### src/rtl/dmaseq_pkg.sv
package dmaseq_pkg;

    typedef enum logic [2:0] {
        ST_IDLE,
        ST_FETCH,
        ST_DECODE,
        ST_PAUSE,
        ST_READ,
        ST_WRITE,
        ST_FINISH
    } seq_state_t;

    // transfer-control word field positions
    localparam int TC_IRQ_EN  = 0;
    localparam int TC_WRESP   = 3;
    localparam int TC_D_INC   = 4;
    localparam int TC_D_PACE  = 6;
    localparam int TC_D_SKIP  = 7;
    localparam int TC_S_INC   = 8;
    localparam int TC_S_PACE  = 10;
    localparam int TC_S_SKIP  = 11;
    localparam int TC_SEL_LO  = 16;
    localparam int TC_WAIT_LO = 21;
    localparam int FIELD_W    = 5;

    // header word indices
    localparam logic [2:0] HW_CTRL = 3'd0;
    localparam logic [2:0] HW_SRC  = 3'd1;
    localparam logic [2:0] HW_DST  = 3'd2;
    localparam logic [2:0] HW_LEN  = 3'd3;
    localparam logic [2:0] HW_LINK = 3'd5;

endpackage

### src/rtl/dmaseq_wait_timer.sv
module dmaseq_wait_timer #(
    parameter int CNT_W = 5
) (
    input  logic             clk,
    input  logic             rst_n,
    input  logic             load,
    input  logic [CNT_W-1:0] load_val,
    output logic             expired
);
    logic [CNT_W-1:0] cnt;

    always_ff @(posedge clk or negedge rst_n) begin
        if (!rst_n) begin
            cnt <= '0;
        end else if (load) begin
            cnt <= load_val;
        end else if (cnt != '0) begin
            cnt <= cnt - 1'b1;
        end
    end

    // the last counted cycle is the one holding value 1
    assign expired = (cnt <= CNT_W'(1));

endmodule

### src/rtl/dmaseq_pace_gate.sv
module dmaseq_pace_gate #(
    parameter int NUM_DREQ = 32,
    parameter int SEL_W    = 5
) (
    input  logic [NUM_DREQ-1:0] dreq,
    input  logic [SEL_W-1:0]    sel,
    input  logic                src_pace,
    input  logic                dst_pace,
    output logic                rd_go,
    output logic                wr_go
);
    localparam int LINES = 1 << SEL_W;

    logic [LINES-1:0] lines;
    logic             line_hi;

    generate
        if (NUM_DREQ >= LINES) begin : g_trim
            assign lines = dreq[LINES-1:0];
        end else begin : g_pad
            assign lines = {{(LINES-NUM_DREQ){1'b0}}, dreq};
        end
    endgenerate

    assign line_hi = lines[sel];
    assign rd_go   = !src_pace || line_hi;
    assign wr_go   = !dst_pace || line_hi;

endmodule

### src/rtl/dmaseq_top.sv
module dmaseq_top
    import dmaseq_pkg::*;
#(
    parameter int NUM_DREQ  = 32,
    parameter bit LITE_CHAN = 1'b0
) (
    input  logic                clk,
    input  logic                rst_n,
    input  logic                sw_start,
    input  logic [31:0]         sw_cb_addr,
    input  logic                sw_int_clr,
    input  logic [NUM_DREQ-1:0] dreq,
    output logic                mem_req,
    output logic                mem_we,
    output logic [31:0]         mem_addr,
    output logic [31:0]         mem_wdata,
    input  logic                mem_gnt,
    input  logic [31:0]         mem_rdata,
    output logic                st_active,
    output logic                st_end,
    output logic                st_int,
    output logic                irq,
    output logic [31:0]         st_cb_addr,
    output logic [31:0]         st_src,
    output logic [31:0]         st_dst,
    output logic [31:0]         st_remain
);
    localparam logic [31:0] LEN_CAP   = LITE_CHAN ? 32'd65532 : 32'h4000_0000;
    localparam logic [31:0] BEAT_B    = 32'd4;
    localparam logic [31:0] ALIGN_MSK = 32'hFFFF_FFE0;

    seq_state_t state, state_nx;

    logic [2:0]  widx;
    logic [31:0] cb_addr, ctrl, src, dst, remain, link, beat_data;
    logic        end_f, int_f;

    logic [FIELD_W-1:0] wait_n, sel;
    logic rd_go, wr_go, t_expired, t_load;
    logic s_skip, d_skip, last_beat, beat_done, read_done;

    assign wait_n    = ctrl[TC_WAIT_LO +: FIELD_W];
    assign sel       = ctrl[TC_SEL_LO +: FIELD_W];
    assign s_skip    = ctrl[TC_S_SKIP];
    assign d_skip    = ctrl[TC_D_SKIP];
    assign last_beat = (remain <= BEAT_B);
    assign read_done = s_skip || (rd_go && mem_gnt);
    assign beat_done = d_skip || (wr_go && mem_gnt);

    dmaseq_pace_gate #(.NUM_DREQ(NUM_DREQ), .SEL_W(FIELD_W)) u_gate (
        .dreq     (dreq),
        .sel      (sel),
        .src_pace (ctrl[TC_S_PACE]),
        .dst_pace (ctrl[TC_D_PACE]),
        .rd_go    (rd_go),
        .wr_go    (wr_go)
    );

    assign t_load = (state_nx == ST_PAUSE) && (state != ST_PAUSE);

    dmaseq_wait_timer #(.CNT_W(FIELD_W)) u_timer (
        .clk      (clk),
        .rst_n    (rst_n),
        .load     (t_load),
        .load_val (wait_n),
        .expired  (t_expired)
    );

    // next-state logic
    always_comb begin
        state_nx = state;
        unique case (state)
            ST_IDLE:   if (sw_start) state_nx = ST_FETCH;
            ST_FETCH:  if (mem_gnt && widx == HW_LINK) state_nx = ST_DECODE;
            ST_DECODE: begin
                if (remain == '0)        state_nx = ST_FINISH;
                else if (wait_n != '0)   state_nx = ST_PAUSE;
                else                     state_nx = ST_READ;
            end
            ST_PAUSE:  if (t_expired) state_nx = ST_READ;
            ST_READ:   if (read_done) state_nx = ST_WRITE;
            ST_WRITE: begin
                if (beat_done) begin
                    if (last_beat)           state_nx = ST_FINISH;
                    else if (wait_n != '0)   state_nx = ST_PAUSE;
                    else                     state_nx = ST_READ;
                end
            end
            ST_FINISH: state_nx = ((link & ALIGN_MSK) == '0) ? ST_IDLE : ST_FETCH;
            default:   state_nx = ST_IDLE;
        endcase
    end

    // state register
    always_ff @(posedge clk or negedge rst_n) begin
        if (!rst_n) state <= ST_IDLE;
        else        state <= state_nx;
    end

    // datapath registers
    always_ff @(posedge clk or negedge rst_n) begin
        if (!rst_n) begin
            widx      <= '0;
            cb_addr   <= '0;
            ctrl      <= '0;
            src       <= '0;
            dst       <= '0;
            remain    <= '0;
            link      <= '0;
            beat_data <= '0;
            end_f     <= 1'b0;
            int_f     <= 1'b0;
        end else begin
            if (sw_int_clr) begin
                end_f <= 1'b0;
                int_f <= 1'b0;
            end
            unique case (state)
                ST_IDLE: if (sw_start) begin
                    cb_addr <= sw_cb_addr & ALIGN_MSK;
                    widx    <= '0;
                end
                ST_FETCH: if (mem_gnt) begin
                    unique case (widx)
                        HW_CTRL: ctrl   <= mem_rdata;
                        HW_SRC:  src    <= mem_rdata;
                        HW_DST:  dst    <= mem_rdata;
                        HW_LEN:  remain <= (mem_rdata > LEN_CAP) ? LEN_CAP : mem_rdata;
                        HW_LINK: link   <= mem_rdata;
                        default: ;
                    endcase
                    widx <= widx + 3'd1;
                end
                ST_READ: begin
                    if (s_skip)       beat_data <= '0;
                    else if (rd_go && mem_gnt) beat_data <= mem_rdata;
                end
                ST_WRITE: if (beat_done) begin
                    if (ctrl[TC_S_INC]) src <= src + BEAT_B;
                    if (ctrl[TC_D_INC]) dst <= dst + BEAT_B;
                    remain <= last_beat ? '0 : remain - BEAT_B;
                end
                ST_FINISH: begin
                    cb_addr <= link & ALIGN_MSK;
                    widx    <= '0;
                    if (ctrl[TC_IRQ_EN]) begin
                        end_f <= 1'b1;
                        int_f <= 1'b1;
                    end
                end
                default: ;
            endcase
        end
    end

    // outputs
    always_comb begin
        mem_req   = 1'b0;
        mem_we    = 1'b0;
        mem_addr  = '0;
        mem_wdata = beat_data;
        unique case (state)
            ST_FETCH: begin
                mem_req  = 1'b1;
                mem_addr = cb_addr + {27'd0, widx, 2'b00};
            end
            ST_READ: begin
                mem_req  = !s_skip && rd_go;
                mem_addr = src;
            end
            ST_WRITE: begin
                mem_req  = !d_skip && wr_go;
                mem_we   = 1'b1;
                mem_addr = dst;
            end
            default: ;
        endcase
    end

    assign st_active  = (state != ST_IDLE);
    assign st_end     = end_f;
    assign st_int     = int_f;
    assign irq        = int_f;
    assign st_cb_addr = cb_addr;
    assign st_src     = src;
    assign st_dst     = dst;
    assign st_remain  = remain;

    // assertions
    AST_NO_REQ_IDLE: assert property (@(posedge clk) disable iff (!rst_n)
        !st_active |-> !mem_req);

    AST_FETCH_IN_HEADER: assert property (@(posedge clk) disable iff (!rst_n)
        (mem_req && state == ST_FETCH) |-> (mem_addr[1:0] == 2'b00 && mem_addr[4:2] <= 3'd5));

    AST_CB_HELD_WHILE_BUSY: assert property (@(posedge clk) disable iff (!rst_n)
        (st_active && state != ST_FINISH) |=> (cb_addr == $past(cb_addr)));

    AST_NO_WRITE_SUPPRESSED: assert property (@(posedge clk) disable iff (!rst_n)
        (mem_req && mem_we) |-> !ctrl[TC_D_SKIP]);

    AST_IDLE_CB_ZERO: assert property (@(posedge clk) disable iff (!rst_n)
        (state == ST_IDLE) |-> (st_cb_addr == '0));

    AST_INT_STICKY: assert property (@(posedge clk) disable iff (!rst_n)
        (st_int && !sw_int_clr) |=> st_int);

endmodule

### config.mk
export PLATFORM = sky130hd
export DESIGN_NAME = dmaseq_top
export DESIGN_NICKNAME = d
export VERILOG_FILES = /design/src/rtl/dmaseq_pkg.sv /design/src/rtl/dmaseq_wait_timer.sv /design/src/rtl/dmaseq_pace_gate.sv /design/src/rtl/dmaseq_top.sv
export SDC_FILE = /design/constraint.sdc
export NUM_CORES = 1
export LEC_CHECK = 0
export BUFFER_PORTS_ARGS = -buffer_cell sky130_fd_sc_hd__buf_2
export CAP_MARGIN = 15
export CORE_MARGIN = 2
export CORE_UTILIZATION = 45
export CTS_CLUSTER_SIZE = 40
export DETAILED_ROUTE_END_ITERATION = 7
export PLACE_DENSITY = 0.83
export SETUP_SLACK_MARGIN = 0.4
export SLEW_MARGIN = 20
export SYNTH_ARGS = -nofsm -noshare
export SYNTH_HDL_FRONTEND = slang
export SYNTH_SLANG_ARGS = --single-unit
export TNS_END_PERCENT = 20
### constraint.sdc
create_clock -name clk -period 2.34 [get_ports clk]
set_input_delay 0.117 -clock clk [delete_from_list [all_inputs] [get_ports clk]]
set_output_delay 0.117 -clock clk [all_outputs]
set_load 0.005 [all_outputs]
After elaboration in Yosys (flattened, before gate mapping)
Index checks and enable logic that the tools add are counted.

cells by class
  add/sub/neg operators = 6
  order comparisons = 4
  equality and inequality tests = 20
  multiplexer cells = 46
  reduce and logical (&&, ||, !) cells = 34

operators with widths
  operator                                                                           number
  32-bit 2-to-1 mux                                                                  16
  32-bit one-hot mux with 2 select lines                                             4
  32-bit one-hot mux with 3 select lines                                             1
  32-bit by 3-bit adder with 32-bit output, second input constant                    2
  32-bit logical NOT                                                                 2
  32-bit by 5-bit adder with 32-bit output                                           1
  32-bit by 31-bit greater-than comparator with 1-bit output, second input constant  1
  32-bit by 3-bit <= comparator with 1-bit output, second input constant             1
  32-bit by 3-bit subtractor with 32-bit output, second input constant               1
  3-bit 2-to-1 mux                                                                   10
  3-bit one-hot mux with 7 select lines                                              1
  3-bit by 2-bit == test with 1-bit output, second input constant                    5
  3-bit == test, second input constant                                               4
  5-bit 2-to-1 mux                                                                   2
  2-bit != test, second input constant                                               5
  5-bit AND reduction                                                                2
  5-bit nonzero test                                                                 2
  1-bit 2-to-1 mux                                                                   9
  3-bit one-hot mux with 3 select lines                                              1
  3-bit AND reduction                                                                3
  2-bit nonzero test                                                                 4
  3-bit by 1-bit == test with 1-bit output, second input constant                    2
  1-bit logical AND                                                                  6
  3-bit logical NOT                                                                  2
  13 further kinds                                                                   23

storage, ports and cells
  register bits after elaboration = 231
  input bits = 101
  output and inout port bits = 198
  word-level logic and storage cells = 122

Depth between registers and ports, before layout
Gate-level depths: netlist of run 1.

  word-level depth = 10
  gate-level depth with buffers = 10
  depth with buffers taken out = 8

Modules after synthesis
Synthesis of run 1 repeated with hierarchy kept, for this count alone.

unflattened totals
  cells, all modules = 1,374
  area total of the unflattened synthesis = 12,151.7 um^2

modules (own cells, without submodules)
  module             instances  cells each  area each (um^2)  seq. area each (um^2)
  dmaseq_top         1          1,298       11,504.8          5,180.0
  dmaseq_pace_gate   1          44          340.3             0.0
  dmaseq_wait_timer  1          32          306.5             125.1

Least setup slack after synthesis of run 1
OpenSTA, ideal clock, no wires.

  path type = reg-to-reg
  start point = register ctrl[16]
  end point = register u_timer.cnt[0]
  library setup time = 0.128 ns
  arrival time = 2.266 ns
  data required time = 2.212 ns
  setup slack = -0.053 ns
  cell stages (with the launch flop) = 9
  path buffers = 1
  period minus slack after synthesis = 2.393 ns
  cells stage by stage = dfrtp_1 > buf_6 > mux4_2 > a22o_1 > a31oi_2 > and3_4 > a31oi_4 > a31oi_4 > mux2_1

between the ends
  word-level cells in the longest chain between the ends = 10
  elaborated cells between the ends (all ways) = 15
  those cells by class = 1 x eq/ne; 6 x mux; 8 x reduce/logical

ends and longest elaborated chain
  element                                                        RTL line                                        text
  from (decl)                                                    dmaseq_top.sv:35                                logic [31:0] cb_addr, ctrl, src, dst, remain, link, beat_data;
  from (signal assigned)                                         dmaseq_top.sv:125                               HW_CTRL: ctrl <= mem_rdata;
  1-bit binary-select mux with 5-bit select *                    dmaseq_pace_gate.sv:25                          assign line_hi = lines[sel];
  1-bit 2-to-1 mux (implied by the code) *                       dmaseq_pace_gate.sv:25
  1-bit logical OR (on tied branches)                            dmaseq_pace_gate.sv:27, dmaseq_pace_gate.sv:26
  1-bit logical AND (on tied branches)                           dmaseq_top.sv:48, dmaseq_top.sv:47
  1-bit logical OR (on tied branches)                            dmaseq_top.sv:48, dmaseq_top.sv:47
  3-bit 2-to-1 mux (on tied branches)                            dmaseq_top.sv:83, dmaseq_top.sv:81
  3-bit one-hot mux with 7 select lines *                        dmaseq_top.sv:72                                unique case (state)
  3-bit by 2-bit == test with 1-bit output *                     dmaseq_top.sv:59                                assign t_load = (state_nx == ST_PAUSE) && (state != ST_PAUSE);
  1-bit logical AND *                                            dmaseq_top.sv:59
  5-bit 2-to-1 mux / 2-bit nonzero test (equally long branches)  --
  to (signal assigned)                                           dmaseq_wait_timer.sv:16                         cnt <= load_val;
  to (signal assigned)                                           dmaseq_wait_timer.sv:18                         cnt <= cnt - 1'b1;
  to (decl)                                                      dmaseq_wait_timer.sv:10                         logic [CNT_W-1:0] cnt;

Mark *: on every way between the ends. The rest lies on a longest branch, timed or not. The select of a mux whose other input is x is not followed.
A chain may end at the register's enable or synchronous reset.

Worst setup path after layout of run 1
  start point = register ctrl[16]
  end point = output mem_req

between the ends
  word-level cells in the longest chain between the ends = 5
  elaborated cells between the ends (all ways) = 7
  those cells by class = 3 x mux; 4 x reduce/logical

ends and longest elaborated chain
  element                                      RTL line                                        text
  1-bit binary-select mux with 5-bit select *  dmaseq_pace_gate.sv:25
  1-bit 2-to-1 mux (implied by the code) *     dmaseq_pace_gate.sv:25
  1-bit logical OR (on tied branches)          dmaseq_pace_gate.sv:27, dmaseq_pace_gate.sv:26
  1-bit logical AND (on tied branches)         dmaseq_top.sv:172, dmaseq_top.sv:168
  1-bit one-hot mux with 3 select lines *      dmaseq_top.sv:162                               unique case (state)
  to (decl)                                    dmaseq_top.sv:13                                output logic mem_req,

Marked as above.

==> results of run 1 <==
==> path summary, 6_finish.rpt <==
check / startpoint / to / slack (ns)
max in group asynchronous: rst_n / st_cb_addr[21] / 1.36
worst max-delay path: ctrl[16] / mem_req / -0.48
worst min-delay path: mem_rdata[28] / mem_wdata[28] / 0.004
min in group asynchronous: rst_n / st_remain[15] / 0.20
worst max register to register: ctrl[16] / u_timer.cnt[4] / -0.44
worst min register to register: mem_wdata[26] / mem_wdata[26] / 0.50
==> kinds of logic (layout without fill, tap and decap cells) <==
family	after synthesis	in the layout
xor+xnor	2	2
compound gates	403	403
buf+inv	129	567
mux	119	119
flops	212	212
fa+ha+maj	12	12
simple gates	418	419
other cells	1	5
==> through the flow <==
stage | instances | hold WS [ns] | power (uW) | TNS (ns) | setup WS (ns)
floorplan | 1300 | -0.179 | 12600 | -1.00 | -0.0518
global placement | 1967 | 0.167 | 17400 | -22.44 | -0.299
detailed placement | 1967 | 0.168 | 17800 | -30.37 | -0.341
CTS | 2064 | 0.00761 | 22700 | -35.47 | -0.447
global route | 2074 | 0.0226 | 24900 | -46.11 | -0.535
finish | 2074 | 0.00364 | 23700 | -38.50 | -0.481
==> area by class of cell <==
type,count,area (um2),area share
Inverter,34,131,0.00775
Clock buffer,34,699,0.0412
Clock inverter,5,75.1,0.00443
Timing Repair Buffer,494,3600,0.212
Sequential cell,212,5310,0.313
Tap cell,335,419,0.0247
Multi-Input combinational cell,960,6720,0.396
==> sequential cells by signal, indices dropped and copies added, names as in the netlist <==
register	cells
ctrl	17
irq	1
link	27
mem_wdata	32
st_cb_addr	27
st_dst	32
st_end	1
st_remain	32
st_src	32
state	3
u_timer.cnt	5
widx	3
==> metal layers <==
layer | vias to the layer above | part of all wire
met5 | - | 0
met4 | 0 | 0.055
met3 | 181 | 0.10
met2 | 929 | 0.45
met1 | 6345 | 0.40
li1 | 5659 | -
==> power groups by stage <==
stage / combinational, uW / sequential, uW / clock [uW]
floorplan: 5800 / 6780 / 0
global placement: 10600 / 6830 / 0
detailed placement: 10900 / 6910 / 0
CTS: 12000 / 6910 / 3810
global route: 13800 / 7210 / 3970
finish: 12900 / 7000 / 3800
==> Yosys cell counts, drive strengths merged, types with 15 or more instances <==
master / n / area (um2)
nand3: 53 / 265
a22oi: 46 / 345
buf: 38 / 244
nor3: 31 / 155
nor2: 138 / 518
dfrtp: 212 / 5310
mux2i: 36 / 360
nand2: 98 / 375
nor4: 23 / 144
and3: 15 / 98.8
mux2: 77 / 867
a21oi: 120 / 604
inv: 32 / 120
o22ai: 24 / 150
a22o: 41 / 359
clkbuf: 57 / 214
o21ai: 93 / 465
==> placed cells by master, fill, tap and decap left out, types with 41 or more instances in the layout <==
cell             n
a21oi_1         69
a21oi_2         43
a22o_1          41
a22oi_1         43
buf_2          287
buf_4          118
dfrtp_1        209
dlygate4sd3_1   41
mux2_2          73
nand2_1         89
nand3_1         51
nor2_1         134
o21ai_0         43
==> critical path, stage by stage, from the launching register on <==
cell and delay [ns]:
dfrtp_2 0.40, buf_12 0.12, mux4_2 0.51, a22o_1 0.25, a31oi_4 0.17, and3_4 0.26
nand2_2 0.08, a21oi_2 0.16, o21ai_2 0.10, buf_2 0.14
==> timing repair <==
item | in CTS | in global routing
resized for setup | 101 | 91
pin swaps | 25 | 27
hold buffers | 41 | 0
endpoints found under the hold margin | 127 | 0
gates cloned | 7 | 5
setup endpoints to repair | 197 | 235
buffers inserted | 10 | 5
==> impl_metrics.env, run 1 <==
export IMPL_holdPathStages=2
export IMPL_final_core_util=0.649
export IMPL_syn_to_final_growth_pct=40.9
export IMPL_synth_edff_count=0
export IMPL_final_nets=1839
export IMPL_routed_wl_mm=47.6
export IMPL_required_ns=2.22
export IMPL_worst_pin_slew_ns=0.669
export IMPL_switching_share=0.416
export IMPL_top_usage_layer="met2"
export IMPL_portBuffers=288
export IMPL_wire_per_inst_um=22.9
export IMPL_yosys_warnings=0
export IMPL_slew_violations=0
export IMPL_hold_violations=0
export IMPL_antenna_cells=0
export IMPL_synth_seq_area_share=0.441
export IMPL_dr_first_iter_drc_count=1509
export IMPL_clk_pin_slew_ns=0.06
export IMPL_cts_path_max_buffers=3
export IMPL_nFillCells=2020
export IMPL_synth_avg_cell_area_um2=9.29
export IMPL_drc=15
export IMPL_fmaxAchievable_mhz=354
export IMPL_die_h_um=168
export IMPL_grtUsageMet1=0.447
export IMPL_grt_max_degree=83
export IMPL_synth_seq_cells=212
export IMPL_place_area_mm2=0.0147
export IMPL_core_area_mm2=0.0261
export IMPL_via_per_inst=6.32
export IMPL_grtUsageMet3=0.0475
export IMPL_root_buffer="clkbuf_16"
export IMPL_synth_compound_area_frac=0.219
export IMPL_rr_worst_depth=11
export IMPL_rsz0062_at_grt="true"
export IMPL_min_period_ns=2.82
export IMPL_finalClockSkew_ns=0.00978
export IMPL_grt_overflow=0
export IMPL_setup_viol=132
export IMPL_cts_tree="done"
export IMPL_htree_levels=1
export IMPL_powerDensity_mw_per_mm2=1400
export IMPL_async_flop_share=1.00
export IMPL_antenna_found_initial=0
export IMPL_postLayoutCellArea_mm2=0.0170
export IMPL_crit_path_end_kind="output port"
export IMPL_status="finished, violations left"
export IMPL_p_sw_uw=9840
export IMPL_ant_nets=0
export IMPL_synth_top_family_by_area="compound AO/OA/AOI/OAI gates"
export IMPL_min_period_over_period=1.21
export IMPL_clkPwrFrac=0.161
export IMPL_syn_area_mm2=0.0120
export IMPL_grt_use_met2=0.509
export IMPL_start_util=0.461
export IMPL_track_usage=0.325
export IMPL_cts_sinks=212
export IMPL_p_int_uw=13800
export IMPL_synth_xor_area_frac=0.00146
export IMPL_drt_pass1_iter_count=8
export IMPL_pwr_share_comb=0.544
export IMPL_clk_latency_ns=0.53
export IMPL_dieWidth_um=168
export IMPL_hold_path_class="input pin to flip-flop"
export IMPL_synth_cells=1296
export IMPL_synth_cell_type_count=67
export IMPL_pwr_share_seq=0.296
export IMPL_cp_arrival_ns=2.70
export IMPL_drv_cap=0
export IMPL_dp_hpwl_mm=31.8
export IMPL_cp_max_fo=4
export IMPL_slew_headroom=0.554
export IMPL_violations="design-rule violations, negative setup slack"
export IMPL_power_leakage_uw=0.00771
export IMPL_ys_flop_type="dfrtp_1"
export IMPL_num_rows=59
export IMPL_grt_pass1_vias=12500
export IMPL_startpoint_type="flip-flop"
export IMPL_layout_drive_gt1_share=0.396
export IMPL_peakVddDrop_uv=669
export IMPL_timing_final_ws_setup_ns=-0.481
export IMPL_cts_made_buffers=24
export IMPL_synthMuxAreaShare=0.113
export IMPL_gp_congestion=0.933
export IMPL_worstSetupPathType="flip-flop to output port"
export IMPL_synth_simple_gate_area_frac=0.164
export IMPL_vias=13100
export IMPL_synthAdderAreaFrac=0.0125
export IMPL_die_area_mm2=0.0281
export IMPL_grt_first_pass_wirelength_mm=71.8
export IMPL_io_pins=299
Note: power is estimated with default switching activity, not from simulation.
==> run 2, diff against run 1 <==
- PLACE_DENSITY: 0.83 -> default
- PLACE_DENSITY_LB_ADDON: default -> 0.08
- clock period: 2.34 -> 3 ns (I/O delays scaled with it)
==> run 2 against run 1 <==
First-iteration DRC count decreased by 24%. Hold slack improved by 0.020 ns. Highest routed layer unchanged. Setup slack improved by 0.68 ns. The flow finishes with violations (design-rule violations). Largest power group unchanged.
==> impl_metrics.env, run 2 (same netlist as run 1, synthesis figures left out) <==
export IMPL_power_leakage_uw=0.00706
export IMPL_core_area_mm2=0.0261
export IMPL_grt_max_degree=85
export IMPL_place_area_mm2=0.0139
export IMPL_cpMaxStageDelayCell="or4b_4"
export IMPL_holdWs_ns=0.0236
export IMPL_num_rows=59
export IMPL_hold_path_class="input pin to flip-flop"
export IMPL_drv_cap=0
export IMPL_slew_violations=0
export IMPL_violations="design-rule violations"
export IMPL_rsz0062_at_grt="true"
export IMPL_grt_overflow=0
export IMPL_reg2reg_from="ctrl[16]"
export IMPL_cts_path_max_buffers=3
export IMPL_cp_startpoint="ctrl[16]"
export IMPL_die_area_mm2=0.0281
export IMPL_crit_path_end_kind="flip-flop"
export IMPL_clk_pin_slew_ns=0.06
export IMPL_grt_first_pass_wirelength_mm=66.9
export IMPL_hold_violations=0
export IMPL_r2r_setup_slack_ns=0.20
export IMPL_vias=12000
export IMPL_routed_wl_mm=43.8
export IMPL_status="finished, violations left"
export IMPL_critical_path_top_delay_family="simple AND/OR/NAND/NOR gates"
export IMPL_track_usage=0.304
export IMPL_io_pins=299
export IMPL_crit_end="st_dst[28]"
export IMPL_fmaxAchievable_mhz=358
export IMPL_grt_pass1_vias=11300
export IMPL_min_period_over_period=0.932
export IMPL_htree_levels=1
export IMPL_start_util=0.461
export IMPL_layout_drive_gt1_share=0.315
export IMPL_die_h_um=168
export IMPL_setup_viol=0
export IMPL_cts_sinks=212
export IMPL_antenna_found_initial=0
export IMPL_dr_first_iter_drc_count=1146
export IMPL_min_period_ns=2.80
export IMPL_cts_made_buffers=24
export IMPL_nFillCells=2322
export IMPL_powerDensity_mw_per_mm2=1090
export IMPL_dieWidth_um=168
export IMPL_peakVddDrop_uv=543
export IMPL_worst_pin_slew_ns=0.797
export IMPL_gp_congestion=0.890
export IMPL_worstSetupPathType="flip-flop to flip-flop"
export IMPL_layout_commonest_cell="buf_2"
export IMPL_r2r_end="st_dst[28]"
export IMPL_postLayoutCellArea_mm2=0.0154
export IMPL_syn_to_final_growth_pct=28.3
export IMPL_slowest_delay_ns=0.53
export IMPL_cp_max_fo=17
export IMPL_finalClockSkew_ns=0.0119
export IMPL_startpoint_type="flip-flop"
export IMPL_finalSetupTns_ns=0
export IMPL_antenna_cells=0
export IMPL_dp_hpwl_mm=29.9
export IMPL_crit_chain="buf_6, mux4_2, nor2_1, or4b_4, and3_4, buf_4, o221a_2, buf_12, a21o_1, a22o_1"
export IMPL_crit_buf_inv=3
export IMPL_final_nets=1737
export IMPL_clk_latency_ns=0.52
export IMPL_drt_pass1_iter_count=7
export IMPL_ant_nets=0
export IMPL_drc=15
export IMPL_slew_headroom=0.467
export IMPL_via_per_inst=6.05
export IMPL_cp_depth=10
export IMPL_root_buffer="clkbuf_16"
export IMPL_wire_per_inst_um=22.2
export IMPL_cts_tree="done"
export IMPL_rr_worst_depth=10
export IMPL_portBuffers=288
export IMPL_required_ns=3.40
export IMPL_layout_common_cells="buf_2 (287), dfrtp_1 (209), nor2_1 (135), a21oi_1 (118), nand2_1 (94)"
export IMPL_cp_arrival_ns=3.20
-- run 2: cell types whose count changed in the layout (fill, tap and decap cells not counted), sizes merged --
cell / delta
clkbuf: -4
clkinvlp: +2
inv: +1
dlygate4sd3: -5
bufinv: +2
buf: -94
and3: -1
-- run 2: worst register-to-register path, stage by stage (launching register included) --
cell and delay (ns):
dfrtp_2 0.47, buf_6 0.15, mux4_2 0.32, nor2_1 0.04, or4b_4 0.53, and3_4 0.20, buf_4 0.16, o221a_2 0.30
buf_12 0.18, a21o_1 0.16, a22o_1 0.18
-- run 2: layout make-up --
class / instances / area [um2] / area share
clock inverter: 10 / 160 / 0.0104
sequential: 212 / 5310 / 0.344
multi-input combinational: 959 / 6300 / 0.408
timing repair buffer: 393 / 2460 / 0.159
clock buffer: 32 / 672 / 0.0435
inverter: 34 / 131 / 0.00850
tap: 335 / 419 / 0.0271
-- run 2: worst min path at each step --
stage,endpoint,startpoint,cells after the start
finish,mem_wdata[29],mem_rdata[29],2
global route,mem_wdata[13],mem_rdata[13],2
CTS,st_dst[6],mem_rdata[6],3
detailed placement,mem_wdata[26],rst_n,1
global placement,mem_wdata[29],rst_n,1
floorplan,ctrl[0],rst_n,0
-- run 2: repair_timing --
action                                 in CTS  in global routing
buffers inserted                            7                 11
endpoints found under the hold margin     119                  0
resized for setup                          12                 21
hold buffers                               36                  0
setup endpoints to repair                 124                149
pin swaps                                   9                  7
cloned                                      0                  2
-- run 2: layer usage --
metal  routed length, um  vias to the layer above  share of wire  GRT usage
met4                1300                        0          0.030     0.0919
met1               19200                     5866           0.44      0.440
met3                3740                       79          0.085     0.0551
li1                    -                     5458              -          -
met2               19600                      550           0.45      0.466
met5                   0                        -              0          0
-- run 2: power by group --
group	internal (uW)	switching (uW)	leakage [uW]
Sequential	4140	1540	0.00263
Combinational	3770	4200	0.00403
Clock	1920	1240	0.000405
Total	9820	6980	0.00706
-- run 2: stage by stage --
stage,instances,util,setup WS [ns],total power (uW)
floorplan,1300,-,0.607,9810
global placement,1877,0.533,0.254,12800
detailed placement,1877,0.533,0.194,13000
CTS,1962,0.582,0.144,16400
global route,1975,0.591,0.0972,18000
finish,1975,0.591,0.204,16800
